File: src/rtl/hb_ctrl_pkg.sv
package hb_ctrl_pkg;

    localparam int WORD_W    = 32;
    localparam int IDX_W     = 10;
    localparam int N_WIN     = 6;
    localparam int N_CMD     = 2;
    localparam int N_SDP     = 4;
    localparam int LO_W      = 15;
    localparam int HI_W      = 7;
    localparam int RMP_W     = 11;
    localparam int WIN_SHIFT = 21;
    localparam int SPAN_W    = HI_W + 1;

    // word indices (byte offset >> 2)
    localparam logic [IDX_W-1:0] IX_CPU     = 10'h000;
    localparam logic [IDX_W-1:0] IX_MULTI   = 10'h048;
    localparam logic [IDX_W-1:0] IX_ERR_ALO = 10'h01C;
    localparam logic [IDX_W-1:0] IX_ERR_AHI = 10'h01E;
    localparam logic [IDX_W-1:0] IX_ERR_DLO = 10'h04A;
    localparam logic [IDX_W-1:0] IX_ERR_DHI = 10'h04C;
    localparam logic [IDX_W-1:0] IX_ERR_PAR = 10'h04E;
    localparam logic [IDX_W-1:0] IX_SYNC0   = 10'h030;
    localparam logic [IDX_W-1:0] IX_SYNC1   = 10'h032;
    localparam logic [IDX_W-1:0] IX_CFGA    = 10'h33E;

    localparam logic [IDX_W-1:0] IX_LO  [N_WIN] = '{10'h012, 10'h016, 10'h020, 10'h024, 10'h028, 10'h02C};
    localparam logic [IDX_W-1:0] IX_HI  [N_WIN] = '{10'h014, 10'h018, 10'h022, 10'h026, 10'h02A, 10'h02E};
    localparam logic [IDX_W-1:0] IX_RMP [N_WIN] = '{10'h03C, 10'h03E, 10'h040, 10'h042, 10'h044, 10'h046};
    localparam logic [IDX_W-1:0] IX_CMD [N_CMD] = '{10'h300, 10'h320};
    localparam logic [IDX_W-1:0] IX_SDP [N_SDP] = '{10'h113, 10'h114, 10'h115, 10'h116};

    localparam logic [LO_W-1:0] RST_LO [N_WIN] = '{15'h080, 15'h090, 15'h790, 15'h100, 15'h110, 15'h120};
    localparam logic [HI_W-1:0] RST_HI [N_WIN] = '{7'h0F, 7'h1F, 7'h1F, 7'h0F, 7'h1F, 7'h2F};

    localparam logic [WORD_W-1:0] MASK_CMD  = 32'h0401_FC0F;
    localparam logic [WORD_W-1:0] MASK_CFGA = 32'h80FF_FFFC;
    localparam logic [WORD_W-1:0] SYNC_WORD = 32'hC000_FFEE;
    localparam logic [WORD_W-1:0] ERR_PAR_V = 32'h0000_00FF;
    localparam logic [WORD_W-1:0] SDP_RST   = 32'h0000_0005;
    localparam logic [WORD_W-1:0] CPU_RST   = 32'h0000_0800;
    localparam logic [WORD_W-1:0] CMD_RST   = 32'h0001_0001;

    typedef struct packed {
        logic [WORD_W-1:0]             cpu;
        logic [N_WIN-1:0][LO_W-1:0]    lo;
        logic [N_WIN-1:0][HI_W-1:0]    hi;
        logic [N_WIN-1:0][RMP_W-1:0]   rmp;
        logic [N_CMD-1:0][WORD_W-1:0]  cmd;
        logic [WORD_W-1:0]             cfga;
        logic [N_SDP-1:0][WORD_W-1:0]  sdp;
        logic                          rd_vld;
        logic [WORD_W-1:0]             rd_word;
        logic                          win_ok;
        logic [WORD_W-1:0]             win_base;
        logic [WORD_W-1:0]             win_size;
    } hb_state_t;

    function automatic hb_state_t hb_reset_state(input logic big);
        hb_state_t s;
        logic [SPAN_W-1:0] span;
        s = '0;
        s.cpu = big ? '0 : CPU_RST;
        for (int k = 0; k < N_WIN; k++) begin
            s.lo[k]  = RST_LO[k];
            s.hi[k]  = RST_HI[k];
            s.rmp[k] = RST_LO[k][RMP_W-1:0];
        end
        for (int k = 0; k < N_CMD; k++) s.cmd[k] = big ? '0 : CMD_RST;
        for (int k = 0; k < N_SDP; k++) s.sdp[k] = SDP_RST;
        span       = {1'b0, RST_HI[0]} + SPAN_W'(1) - {1'b0, RST_LO[0][HI_W-1:0]};
        s.win_ok   = RST_LO[0][HI_W-1:0] <= RST_HI[0];
        s.win_base = {RST_LO[0][RMP_W-1:0], {WIN_SHIFT{1'b0}}};
        s.win_size = WORD_W'({span, {WIN_SHIFT{1'b0}}});
        return s;
    endfunction

endpackage

File: src/rtl/hb_lane_swap.sv
module hb_lane_swap #(
    parameter int  W      = 32,
    parameter bit  ENABLE = 1'b0
) (
    input  logic [W-1:0] din,
    output logic [W-1:0] dout
);
    localparam int NBYTES = W / 8;

    generate
        if (ENABLE) begin : g_swap
            for (genvar b = 0; b < NBYTES; b++) begin : g_lane
                assign dout[8*b +: 8] = din[8*(NBYTES-1-b) +: 8];
            end
        end else begin : g_pass
            assign dout = din;
        end
    endgenerate
endmodule

File: src/rtl/hb_window_calc.sv
module hb_window_calc
    import hb_ctrl_pkg::*;
(
    input  logic [RMP_W-1:0]  lo,
    input  logic [HI_W-1:0]   hi,
    output logic              ok,
    output logic [WORD_W-1:0] base,
    output logic [WORD_W-1:0] size
);
    logic [SPAN_W-1:0] span;

    always_comb begin
        ok   = lo[HI_W-1:0] <= hi;
        span = {1'b0, hi} + SPAN_W'(1) - {1'b0, lo[HI_W-1:0]};
        base = {lo, {WIN_SHIFT{1'b0}}};
        size = WORD_W'({span, {WIN_SHIFT{1'b0}}});
    end
endmodule

File: src/rtl/hb_ctrl_regs.sv
module hb_ctrl_regs
    import hb_ctrl_pkg::*;
#(
    parameter int ADDR_W     = 32,
    parameter bit BIG_ENDIAN = 1'b0
) (
    input  logic              clk,
    input  logic              rst_n,
    input  logic              wr_en,
    input  logic              rd_en,
    input  logic [ADDR_W-1:0] addr,
    input  logic [31:0]       wr_data,
    output logic              rd_valid,
    output logic [31:0]       rd_data,
    output logic              win_valid,
    output logic [31:0]       win_start,
    output logic [31:0]       win_len
);
    hb_state_t         s_q, s_d;
    logic [IDX_W-1:0]  idx;
    logic [WORD_W-1:0] wr_word;
    logic [WORD_W-1:0] rd_raw;
    logic              calc_ok;
    logic [WORD_W-1:0] calc_base, calc_size;
    logic              unused_addr;

    assign idx         = addr[IDX_W+1:2];
    assign unused_addr = ^{addr[ADDR_W-1:IDX_W+2], addr[1:0]};

    hb_lane_swap #(.W(WORD_W), .ENABLE(BIG_ENDIAN)) u_swap_in (
        .din  (wr_data),
        .dout (wr_word)
    );

    hb_lane_swap #(.W(WORD_W), .ENABLE(BIG_ENDIAN)) u_swap_out (
        .din  (s_q.rd_word),
        .dout (rd_data)
    );

    hb_window_calc u_win (
        .lo   (s_q.lo[0][RMP_W-1:0]),
        .hi   (s_q.hi[0]),
        .ok   (calc_ok),
        .base (calc_base),
        .size (calc_size)
    );

    always_comb begin
        s_d    = s_q;
        rd_raw = '0;

        // read mux over pre-write contents
        if (idx == IX_CPU)                            rd_raw = s_q.cpu;
        if (idx == IX_ERR_DLO || idx == IX_ERR_DHI)   rd_raw = '1;
        if (idx == IX_ERR_PAR)                        rd_raw = ERR_PAR_V;
        if (idx == IX_SYNC0 || idx == IX_SYNC1)       rd_raw = SYNC_WORD;
        if (idx == IX_CFGA)                           rd_raw = s_q.cfga;
        for (int k = 0; k < N_WIN; k++) begin
            if (idx == IX_LO[k])  rd_raw = WORD_W'(s_q.lo[k]);
            if (idx == IX_HI[k])  rd_raw = WORD_W'(s_q.hi[k]);
            if (idx == IX_RMP[k]) rd_raw = WORD_W'(s_q.rmp[k]);
        end
        for (int k = 0; k < N_CMD; k++)
            if (idx == IX_CMD[k]) rd_raw = s_q.cmd[k];
        for (int k = 0; k < N_SDP; k++)
            if (idx == IX_SDP[k]) rd_raw = s_q.sdp[k];

        s_d.rd_vld = rd_en;
        if (rd_en) s_d.rd_word = rd_raw;

        // masked writes; read-only and unlisted slots fall through
        if (wr_en) begin
            if (idx == IX_CPU)  s_d.cpu  = wr_word;
            if (idx == IX_CFGA) s_d.cfga = wr_word & MASK_CFGA;
            for (int k = 0; k < N_WIN; k++) begin
                if (idx == IX_LO[k]) begin
                    s_d.lo[k]  = wr_word[LO_W-1:0];
                    s_d.rmp[k] = wr_word[RMP_W-1:0];
                end
                if (idx == IX_HI[k])  s_d.hi[k]  = wr_word[HI_W-1:0];
                if (idx == IX_RMP[k]) s_d.rmp[k] = wr_word[RMP_W-1:0];
            end
            for (int k = 0; k < N_CMD; k++)
                if (idx == IX_CMD[k]) s_d.cmd[k] = wr_word & MASK_CMD;
            for (int k = 0; k < N_SDP; k++)
                if (idx == IX_SDP[k]) s_d.sdp[k] = wr_word;
        end

        // window follows the registered decode pair, holds when empty
        s_d.win_ok = calc_ok;
        if (calc_ok) begin
            s_d.win_base = calc_base;
            s_d.win_size = calc_size;
        end
    end

    always_ff @(posedge clk) begin
        if (!rst_n) s_q <= hb_reset_state(BIG_ENDIAN);
        else        s_q <= s_d;
    end

    assign rd_valid  = s_q.rd_vld;
    assign win_valid = s_q.win_ok;
    assign win_start = s_q.win_base;
    assign win_len   = s_q.win_size;

endmodule


File: config.mk
export PLATFORM = sky130hd
export DESIGN_NAME = hb_ctrl_regs
export DESIGN_NICKNAME = d
export VERILOG_FILES = /design/src/rtl/hb_ctrl_pkg.sv /design/src/rtl/hb_lane_swap.sv /design/src/rtl/hb_window_calc.sv /design/src/rtl/hb_ctrl_regs.sv
export SDC_FILE = /design/constraint.sdc
export NUM_CORES = 1
export LEC_CHECK = 0
export BUFFER_PORTS_ARGS = -buffer_cell sky130_fd_sc_hd__buf_2
export CORE_MARGIN = 5
export CORE_UTILIZATION = 40
export DETAILED_ROUTE_END_ITERATION = 12
export GPL_TIMING_DRIVEN = 0
export SETUP_SLACK_MARGIN = 0.15
export SLEW_MARGIN = 5
export SYNTH_ARGS = -nofsm -noshare
export SYNTH_HDL_FRONTEND = slang
export SYNTH_SLANG_ARGS = --single-unit
File: constraint.sdc
create_clock -name clk -period 2.9 [get_ports clk]
set_clock_uncertainty 0.05 [all_clocks]
set_input_delay 0.58 -clock clk [delete_from_list [all_inputs] [get_ports clk]]
set_output_delay 0.58 -clock clk [all_outputs]
set_load 0.05 [all_outputs]
# Yosys cells after proc, flatten, opt, wreduce, memory -nomap -nowiden
# Cells that the tools add are included.
[totals] reg_bits=458 output_inout_bits=98 inputBits=68
[classes] muxes=41 addsub=2 eq_ne=30 order_cmp=1 reduce_logical=35
[op_table] cell="$mux W32" count=29
[op_table] cell="$mux W11" count=12
[op_table] cell="$eq A10 B6 Y1 const B" count=12
[op_table] cell="$eq A10 B7 Y1 const B" count=7
[op_table] cell="$reduce_and A2 Y1" count=26
[op_table] cell="$eq A10 B5 Y1 const B" count=4
[op_table] cell="$eq A10 B9 Y1 const B" count=4
[op_table] cell="$eq A10 B10 Y1 const B" count=3
[op_table] cell="$reduce_bool A2 Y1" count=6
[op_table] cell="$logic_not A10 Y1" count=1
[op_table] cell="$add A7 B1 Y8 const B" count=1
[op_table] cell="$sub A8 B7 Y8" count=1
[op_table] cell="$le A7 B7 Y1" count=1
[op_table] cell="$logic_or A1 B1 Y1" count=2

# Longest topological paths before layout
# Gate-level depths: netlist of the first run.
[depth] ltp_word=30 ltp_mapped=12 ltp_nobuf=12

# Cells and area by module
# Synthesis of the first run repeated with hierarchy kept, for this count alone.
[unflattened] hier_cells=2962 hier_area_um2=24229.5
[modules_own_cells] mod="hb_ctrl_regs" n_inst=1 area_each_um2=22808.1 cells_per_inst=2778
[modules_own_cells] mod="hb_window_calc" n_inst=1 area_each_um2=940.9 cells_per_inst=120
[modules_own_cells] mod="hb_lane_swap" n_inst=2 area_each_um2=240.2 cells_per_inst=32

# Worst setup path before layout of the first run
# No wires, ideal clock.
[synth_timing] kind="input-to-reg" startpoint="input addr[11]" endpoint="register s_q[73] (netlist bit)" path_slack_ps=146 setup_ps=70 path_stages=8 arrival_ps=2635 path_buffers=1 cell_sequence="or4_1 > buf_2 > or4_4 > and2_4 > a41oi_2 > o221ai_2 > a2111o_1 > a21oi_1"
[synth_via] elab_chain_len=30
[synth_lines] item="from (decl)" line_no="hb_ctrl_regs.sv:11" source="input logic [ADDR_W-1:0] addr,"
[synth_lines] item="$logic_not A10 Y1 / $eq A10 B7 Y1 (equally long branches)" line_no="hb_ctrl_regs.sv:53, hb_ctrl_regs.sv:54"
[synth_lines] item="$mux W32 / $logic_or A1 B1 Y1 (equally long branches)" line_no="hb_ctrl_regs.sv:53, hb_ctrl_regs.sv:54"
[synth_lines] item="$mux W32" line_no="hb_ctrl_regs.sv:54" source="if (idx == IX_ERR_DLO || idx == IX_ERR_DHI) rd_raw = '1;"
[synth_lines] item="$mux W32" line_no="hb_ctrl_regs.sv:55" source="if (idx == IX_ERR_PAR) rd_raw = ERR_PAR_V;"
[synth_lines] item="$mux W32" line_no="hb_ctrl_regs.sv:56" source="if (idx == IX_SYNC0 || idx == IX_SYNC1) rd_raw = SYNC_WORD;"
[synth_lines] item="$mux W32" line_no="hb_ctrl_regs.sv:57" source="if (idx == IX_CFGA) rd_raw = s_q.cfga;"
[synth_lines] item="$mux W32" line_no="hb_ctrl_regs.sv:59" source="if (idx == IX_LO[k]) rd_raw = WORD_W'(s_q.lo[k]);"
[synth_lines] item="$mux W32" line_no="hb_ctrl_regs.sv:60" source="if (idx == IX_HI[k]) rd_raw = WORD_W'(s_q.hi[k]);"
[synth_lines] item="[... 11 more ...]"
[synth_lines] item="$mux W32" line_no="hb_ctrl_regs.sv:60"
[synth_lines] item="$mux W32" line_no="hb_ctrl_regs.sv:61" source="if (idx == IX_RMP[k]) rd_raw = WORD_W'(s_q.rmp[k]);"
[synth_lines] item="$mux W32" line_no="hb_ctrl_regs.sv:59"
[synth_lines] item="$mux W32" line_no="hb_ctrl_regs.sv:60"
[synth_lines] item="$mux W32" line_no="hb_ctrl_regs.sv:61"
[synth_lines] item="$mux W32 (2 in a row)" line_no="hb_ctrl_regs.sv:64" source="if (idx == IX_CMD[k]) rd_raw = s_q.cmd[k];"
[synth_lines] item="$mux W32 (3 in a row)" line_no="hb_ctrl_regs.sv:66" source="if (idx == IX_SDP[k]) rd_raw = s_q.sdp[k];"
[synth_lines] item="$mux W32 (*)" line_no="hb_ctrl_regs.sv:66"
[synth_lines] item="to (signal assigned)" line_no="hb_ctrl_regs.sv:98" source="if (!rst_n) s_q <= hb_reset_state(BIG_ENDIAN);"
[synth_lines] item="to (decl)" line_no="hb_ctrl_regs.sv:19" source="hb_state_t s_q, s_d;"
# Mark *: on every way between the ends. The rest lies on a longest branch, timed or not.
# A chain may end at the register's enable or synchronous reset.

# Worst setup path after layout of the first run
[layout_timing] startpoint="input addr[8]" endpoint="register s_q[75] (netlist bit)"
# The elaborated chain is that of the path after synthesis.

==> run summary, run 1 <==
Outcome - completed
Drt first pass iters - 8
Global routing usage on met2 - 49.6%
Switching power share of the total - 25.7%
Post-route DRC violation count - 0
Hold_sp - wr_data[30]
Hold path cells - 3
Largest net degree at the start of global routing - 16
Final hold viol count - 0
Worst Hold Class - primary input to register
Routed Antenna Nets - 0
Fin crit period - 2.82 ns
Gr busiest metal - met2
Fin Setup TNS - 0 ns
Unrepaired setup endpoints after global routing - yes
Combinational Power Share - 7.0%
CP Launch Type - primary input
Synth top area share - 43.8%
Starting DRT DRC Count - 2836
Delay-heaviest family, CP - simple AND/OR/NAND/NOR gates
Seq/Total Area, Yosys - 43.8%
Die X - 239 um
Worst Hold Path EP - s_q[550]
Worst VDD drop - 0.455 mV
CTS tree - done
Final wirelength - 95800 um
Final Non-Filler Cells - 3680
Worst slew pin tran - 1.36 ns
F_max - 355 MHz
Bufs and invs on worst path - 3
Reg2reg path depth - 10
Synth area leader - dfxtp_1
Fill cell count - 5154
Max_cap viols - 0
CP arrival - 3.28 ns
Clk pin slew, worst setup/hold paths - 0.06 ns
IO Count - 166
Met1 usage - 43.7%
Hold buffer count at CTS - 0
Die Span Y - 239 um
Post-DP HPWL - 69100 um
Capturing point of the worst reg2reg path - win_len[27]
Max incr delay on CP - 0.58 ns
Via count - 22100
Synth warn - 0
Final worst-path cycle share - 97.1%
Synth-to-layout area growth - 18.2%
Num rows - 83
CTS Root Cell - clkbuf_16
Met3 usage - 6.14%
Required time worst endpoint - 3.36 ns
Fin. max-slew vios - 0
First-pass GRT wire length - 137000 um
Worst R2R Start - s_q[389]
DR WL/cell - 26.0 um
Htree depth - 2
Internal power - 10.3 mW
R2r setup slk - 0.23 ns
Worst-Skew Late Latency - 0.62 ns
Core Footprint - 0.0516 mm^2
Final total power - 13.9 mW
Power Dens Cells - 563 mW/mm^2
Layout cell share with drive strength beyond 1 - 15.0%
Synthesis-stage register bit count - 458
Synth area leaders - dfxtp_1, nand2_1, a21oi_1, buf_4, clkbuf_1
Clock sink count - 458
Synthesized area - 0.0209 mm^2
Sw power - 3.58 mW
Slowest CP cell - nor3_2
Overflow after GRT - 0
Num CTS Buffers - 52
CP cell instances - clkbuf_2, or3b_2, buf_2, nor3_2, clkbuf_2, nor3_1, o221ai_1, a21oi_2, nor4_2, nor2_1
GRT Overall Usage - 32.0%
Clock power share - 47.6%
Max FO, Critical Path - 10
Leading cell types by count after synthesis - nand2_1, dfxtp_1, a21oi_1
Antenna violations before repair - 4
Worst relative slew slack - 9.23%
Syn avg cell area - 7.59 um^2
Unique masters post-synth - 87
Setup violators final - 0
Number of vias per cell - 6.02
I/O Buffers - 83
Finished Cell Area - 0.0247 mm^2
Cell Area, Placed - 0.0224 mm^2
Vias in the first global route - 20100
Asr flop ratio synth - 0%
CP Capture Type - register
Dpl cells - 3569
Cell mode on critical path - clkbuf_2
GP Congestion - 1.01
CTS max path bufs - 3
Post-synth EDFFs - 0
Count leader, synth - nand2_1
Final worst setup slack - 0.0844 ns
Type of the worst setup path - primary input to register
Main synth FF type - dfxtp_1
Seq pwr share - 45.4%
Worst setup startpoint - addr[8]
Post-place setup slack - -1.83 ns
Nets - 3047
Post-Synthesis Cells - 2759
Starting density of the core - 40.6%
Die ar. - 0.0570 mm^2
Leakage Power - 9.57 nW
==> kinds of logic after synthesis <==
family,after synthesis,synth area share (%)
mux,48,2.30
flops,458,43.8
other cells,1,0.0179
simple gates,1183,24.0
compound gates,679,19.9
buf+inv,366,8.56
xor+xnor,4,0.167
fa+ha+maj,20,1.27
==> metal layers <==
metal | part of all wire, % | vias to the layer above
li1 | - | 9763
met1 | 39 | 10600
met2 | 44 | 1501
met3 | 12 | 282
met4 | 4.9 | 4
met5 | 0.024 | -
==> timing repair <==
item,CTS,global route
cloned,0,0
hold endpoints to repair,0,0
setup endpoints to repair,393,230
resized for setup,91,102
pin swaps,5,13
setup buffers,6,10
==> how the worst max path moves through the flow <==
stage / to / slack [ns] / depth (start not counted)
after global placement: s_q[67] / -2.28 / 10
final: s_q[75] / 0.08 / 10
after global routing: s_q[72] / 0.07 / 10
after CTS: s_q[72] / 0.05 / 10
after floorplan: s_q[73] / 0.15 / 8
after detailed placement: s_q[65] / -1.83 / 9
==> cell usage in the layout, fill, tap and decap left out, drive strengths merged, types with 8 or more instances in the layout <==
| cell | n |
|---|---|
| nand2 | 803 |
| dfxtp | 458 |
| a21oi | 392 |
| clkbuf | 283 |
| buf | 244 |
| nand3 | 132 |
| nor2 | 115 |
| o21ai | 51 |
| mux2i | 47 |
| conb | 45 |
| a221oi | 44 |
| a22oi | 35 |
| nor3 | 30 |
| inv | 27 |
| o22ai | 24 |
| ha | 18 |
| and2 | 16 |
| and3 | 15 |
| a31oi | 14 |
| a221o | 12 |
| a211oi | 12 |
| o221ai | 11 |
| nand4 | 10 |
| a222oi | 10 |
| nand2b | 8 |
| o21a | 8 |
| a22o | 8 |
==> stage by stage <==
step	util [%]	hold WS [ns]
finish	47.9	0.185
global route	47.9	0.195
detailed placement	43.4	0.396
floorplan	-	0.379
global placement	43.4	0.388
CTS	47.4	0.166
==> power by group through the flow <==
stage          logic (mW)  registers (mW)  clock network (mW)
2_1_floorplan       0.528            6.45                   0
5_1_grt             0.989            6.32                6.90
4_1_cts             0.926            6.32                6.64
6_report            0.974            6.32                6.64
3_5_place_dp        0.902            6.46                   0
3_3_place_gp        0.900            6.46                   0
==> cell type report <==
class                           count  area [um^2]  area share (%)
Timing Repair Buffer              102          558            2.26
Tap cell                          680          851            3.44
Clock inverter                      8          109           0.440
Inverter                           26         97.6           0.394
Multi-Input combinational cell   1979        10500            42.5
Buffer                            340         1850            7.46
Antenna cell                        2         5.00          0.0202
Clock buffer                       85         1600            6.45
Sequential cell                   458         9170            37.1
==> flip-flops by register name, indices dropped and copies added (netlist names) <==
name,count
win_start,11
win_len,8
rd_valid,1
s_q,437
win_valid,1
==> tightest hold or removal path, delay by kind of cell <==
family          cells  cell delay, ns
buf+inv             1            0.13
compound gates      1            0.05
simple gates        1            0.06
No activity file was read; power rests on OpenSTA's default activity.
==> inputs of run 2 (changes only) <==
- CTS_BUF_LIST: default -> sky130_fd_sc_hd__clkbuf_8
- PLACE_DENSITY: default -> 0.61
- REMOVE_ABC_BUFFERS: default -> 1
==> run summary, run 2 (synthesis results as in run 1) <==
Slowest CP cell - nor4bb_2
Clk pin slew, worst setup/hold paths - 0.06 ns
Most frequent cells in the layout - nand2_1, dfxtp_1, a21oi_1
Levels on crit path - 9
First-pass GRT wire length - 112000 um
Max_cap viols - 0
Required time worst endpoint - 3.38 ns
Final worst-path cycle share - 99.1%
Hold slack - 0.138 ns
CTS max path bufs - 3
Hold_sp - wr_data[25]
Num CTS Buffers - 79
R2r setup slk - 0.24 ns
Die Span Y - 239 um
I/O Buffers - 98
Final wirelength - 75600 um
Core Footprint - 0.0516 mm^2
Type of the worst setup path - primary input to register
Die ar. - 0.0570 mm^2
Reg2reg path depth - 9
Overflow after GRT - 0
GP Congestion - 0.951
Layout Utilization - 45.0%
Die X - 239 um
Synth-to-layout area growth - 11.0%
CP Capture Type - register
Outcome - completed
Fill cell count - 5043
GRT Overall Usage - 24.9%
Drt first pass iters - 6
CTS Root Cell - clkbuf_8
Hold path cells - 3
Worst R2R Start - s_q[389]
Unrepaired setup endpoints after global routing - yes
Post-DP HPWL - 46300 um
Post-route DRC violation count - 0
Worst Hold Class - primary input to register
DR WL/cell - 22.1 um
Capturing point of the worst reg2reg path - win_len[27]
CTS tree - done
Routed Antenna Nets - 0
CP Launch Type - primary input
Bufs and invs on worst path - 2
Leakage Power - 8.76 nW
Biggest register - s_q
Fin Setup TNS - 0 ns
F_max - 348 MHz
Number of vias per cell - 5.90
Nets - 2769
Fin. max-slew vios - 0
Antenna violations before repair - 5
Worst Hold Path EP - s_q[545]
IO Count - 166
Worst slew pin tran - 1.32 ns
Max incr delay on CP - 0.59 ns
Setup violators final - 0
Max FO, Critical Path - 27
Worst VDD drop - 0.257 mV
Layout cell share with drive strength beyond 1 - 12.5%
Hold buffer count at CTS - 0
Num rows - 83
Worst-Skew Late Latency - 0.67 ns
CP cell instances - buf_4, nor4bb_2, buf_4, nand3_1, o22ai_1, or3_1, o2111ai_1, a221oi_2, o22ai_1
Power Dens Cells - 564 mW/mm^2
Starting density of the core - 40.6%
Vias in the first global route - 18600
Clock sink count - 458
Largest net degree at the start of global routing - 155
Htree depth - 3
Commonest non-fill, non-tap cell in the layout - nand2_1
CP arrival - 3.35 ns
Final hold viol count - 0
Delay-heaviest family, CP - compound AO/OA/AOI/OAI gates
Max reg flops - 437
Fin crit period - 2.87 ns
Via count - 20200
Worst relative slew slack - 10.9%
Starting DRT DRC Count - 2594
-- run 2: cell types whose count changed in the layout (fill, tap and decap cells not counted), moves of 6 or more --
cell	delta
buf_2	-22
clkbuf_4	-10
clkbuf_2	-47
inv_1	+27
clkbuf_8	+88
clkbuf_1	-156
clkbuf_16	-51
and3_1	-6
buf_4	-96
-- run 2: metal layers --
metal / vias to the layer above / part of all wire [%] / track usage (%)
li1: 9206 / - / -
met1: 9681 / 41 / 33.6
met2: 1133 / 45 / 38.9
met3: 194 / 10 / 5.48
met4: 6 / 3.7 / 10.1
met5: - / 0.036 / 0
-- run 2: where the power goes --
part / internal, mW / total, mW / switching, mW
registers: 6.31 / 6.32 / 0.00986
clock network: 3.26 / 6.06 / 2.80
logic: 0.123 / 0.727 / 0.604
total: 9.69 / 13.1 / 3.41
-- run 2: repair_timing --
item | CTS | global route
cloned | 0 | 1
setup buffers | 5 | 9
hold endpoints to repair | 0 | 0
gates resized for setup | 49 | 26
pin swaps | 3 | 3
setup endpoints to repair | 219 | 119
-- run 2: final cells by class --
cell class                      count  area [um^2]  area share, %
Multi-Input combinational cell   1979        10500           45.3
Tap cell                          680          851           3.66
Antenna cell                        3         7.51         0.0323
Clock buffer                      105         1450           6.22
Clock inverter                     40          194          0.834
Inverter                           26          111          0.479
Sequential cell                   458         9170           39.5
Timing Repair Buffer              137          935           4.02
-- run 2: worst max-delay path by stage --
stage / from / to
2_1_floorplan: rst_n / s_q[73]
3_3_place_gp: rst_n / s_q[74]
3_5_place_dp: addr[2] / s_q[71]
4_1_cts: s_q[389] / win_len[22]
5_1_grt: addr[11] / s_q[67]
6_report: addr[4] / s_q[66]
-- run 2: metrics by stage --
| step | instance area, um^2 | setup slack (ns) | std cells | power (mW) |
|---|---|---|---|---|
| final | 23200 | 0.0253 | 3428 | 13.1 |
| after global routing | 23200 | 0.0296 | 3426 | 13.5 |
| after CTS | 23000 | -0.0216 | 3415 | 13.1 |
| after detailed placement | 21200 | -1.41 | 3265 | 7.14 |
| after global placement | 20700 | -5.14 | 3241 | 7.11 |
| after floorplan | 19400 | -1.64 | 2463 | 6.79 |
-- run 2: worst register-to-register path, stage by stage (launching register included) --
cell,delay (ns)
dfxtp_2,0.32
inv_1,0.04
ha_2,0.20
fa_1,0.38
o21a_1,0.20
o21a_1,0.17
o21a_2,0.23
o31a_4,0.36
or3b_2,0.48
a21oi_2,0.13
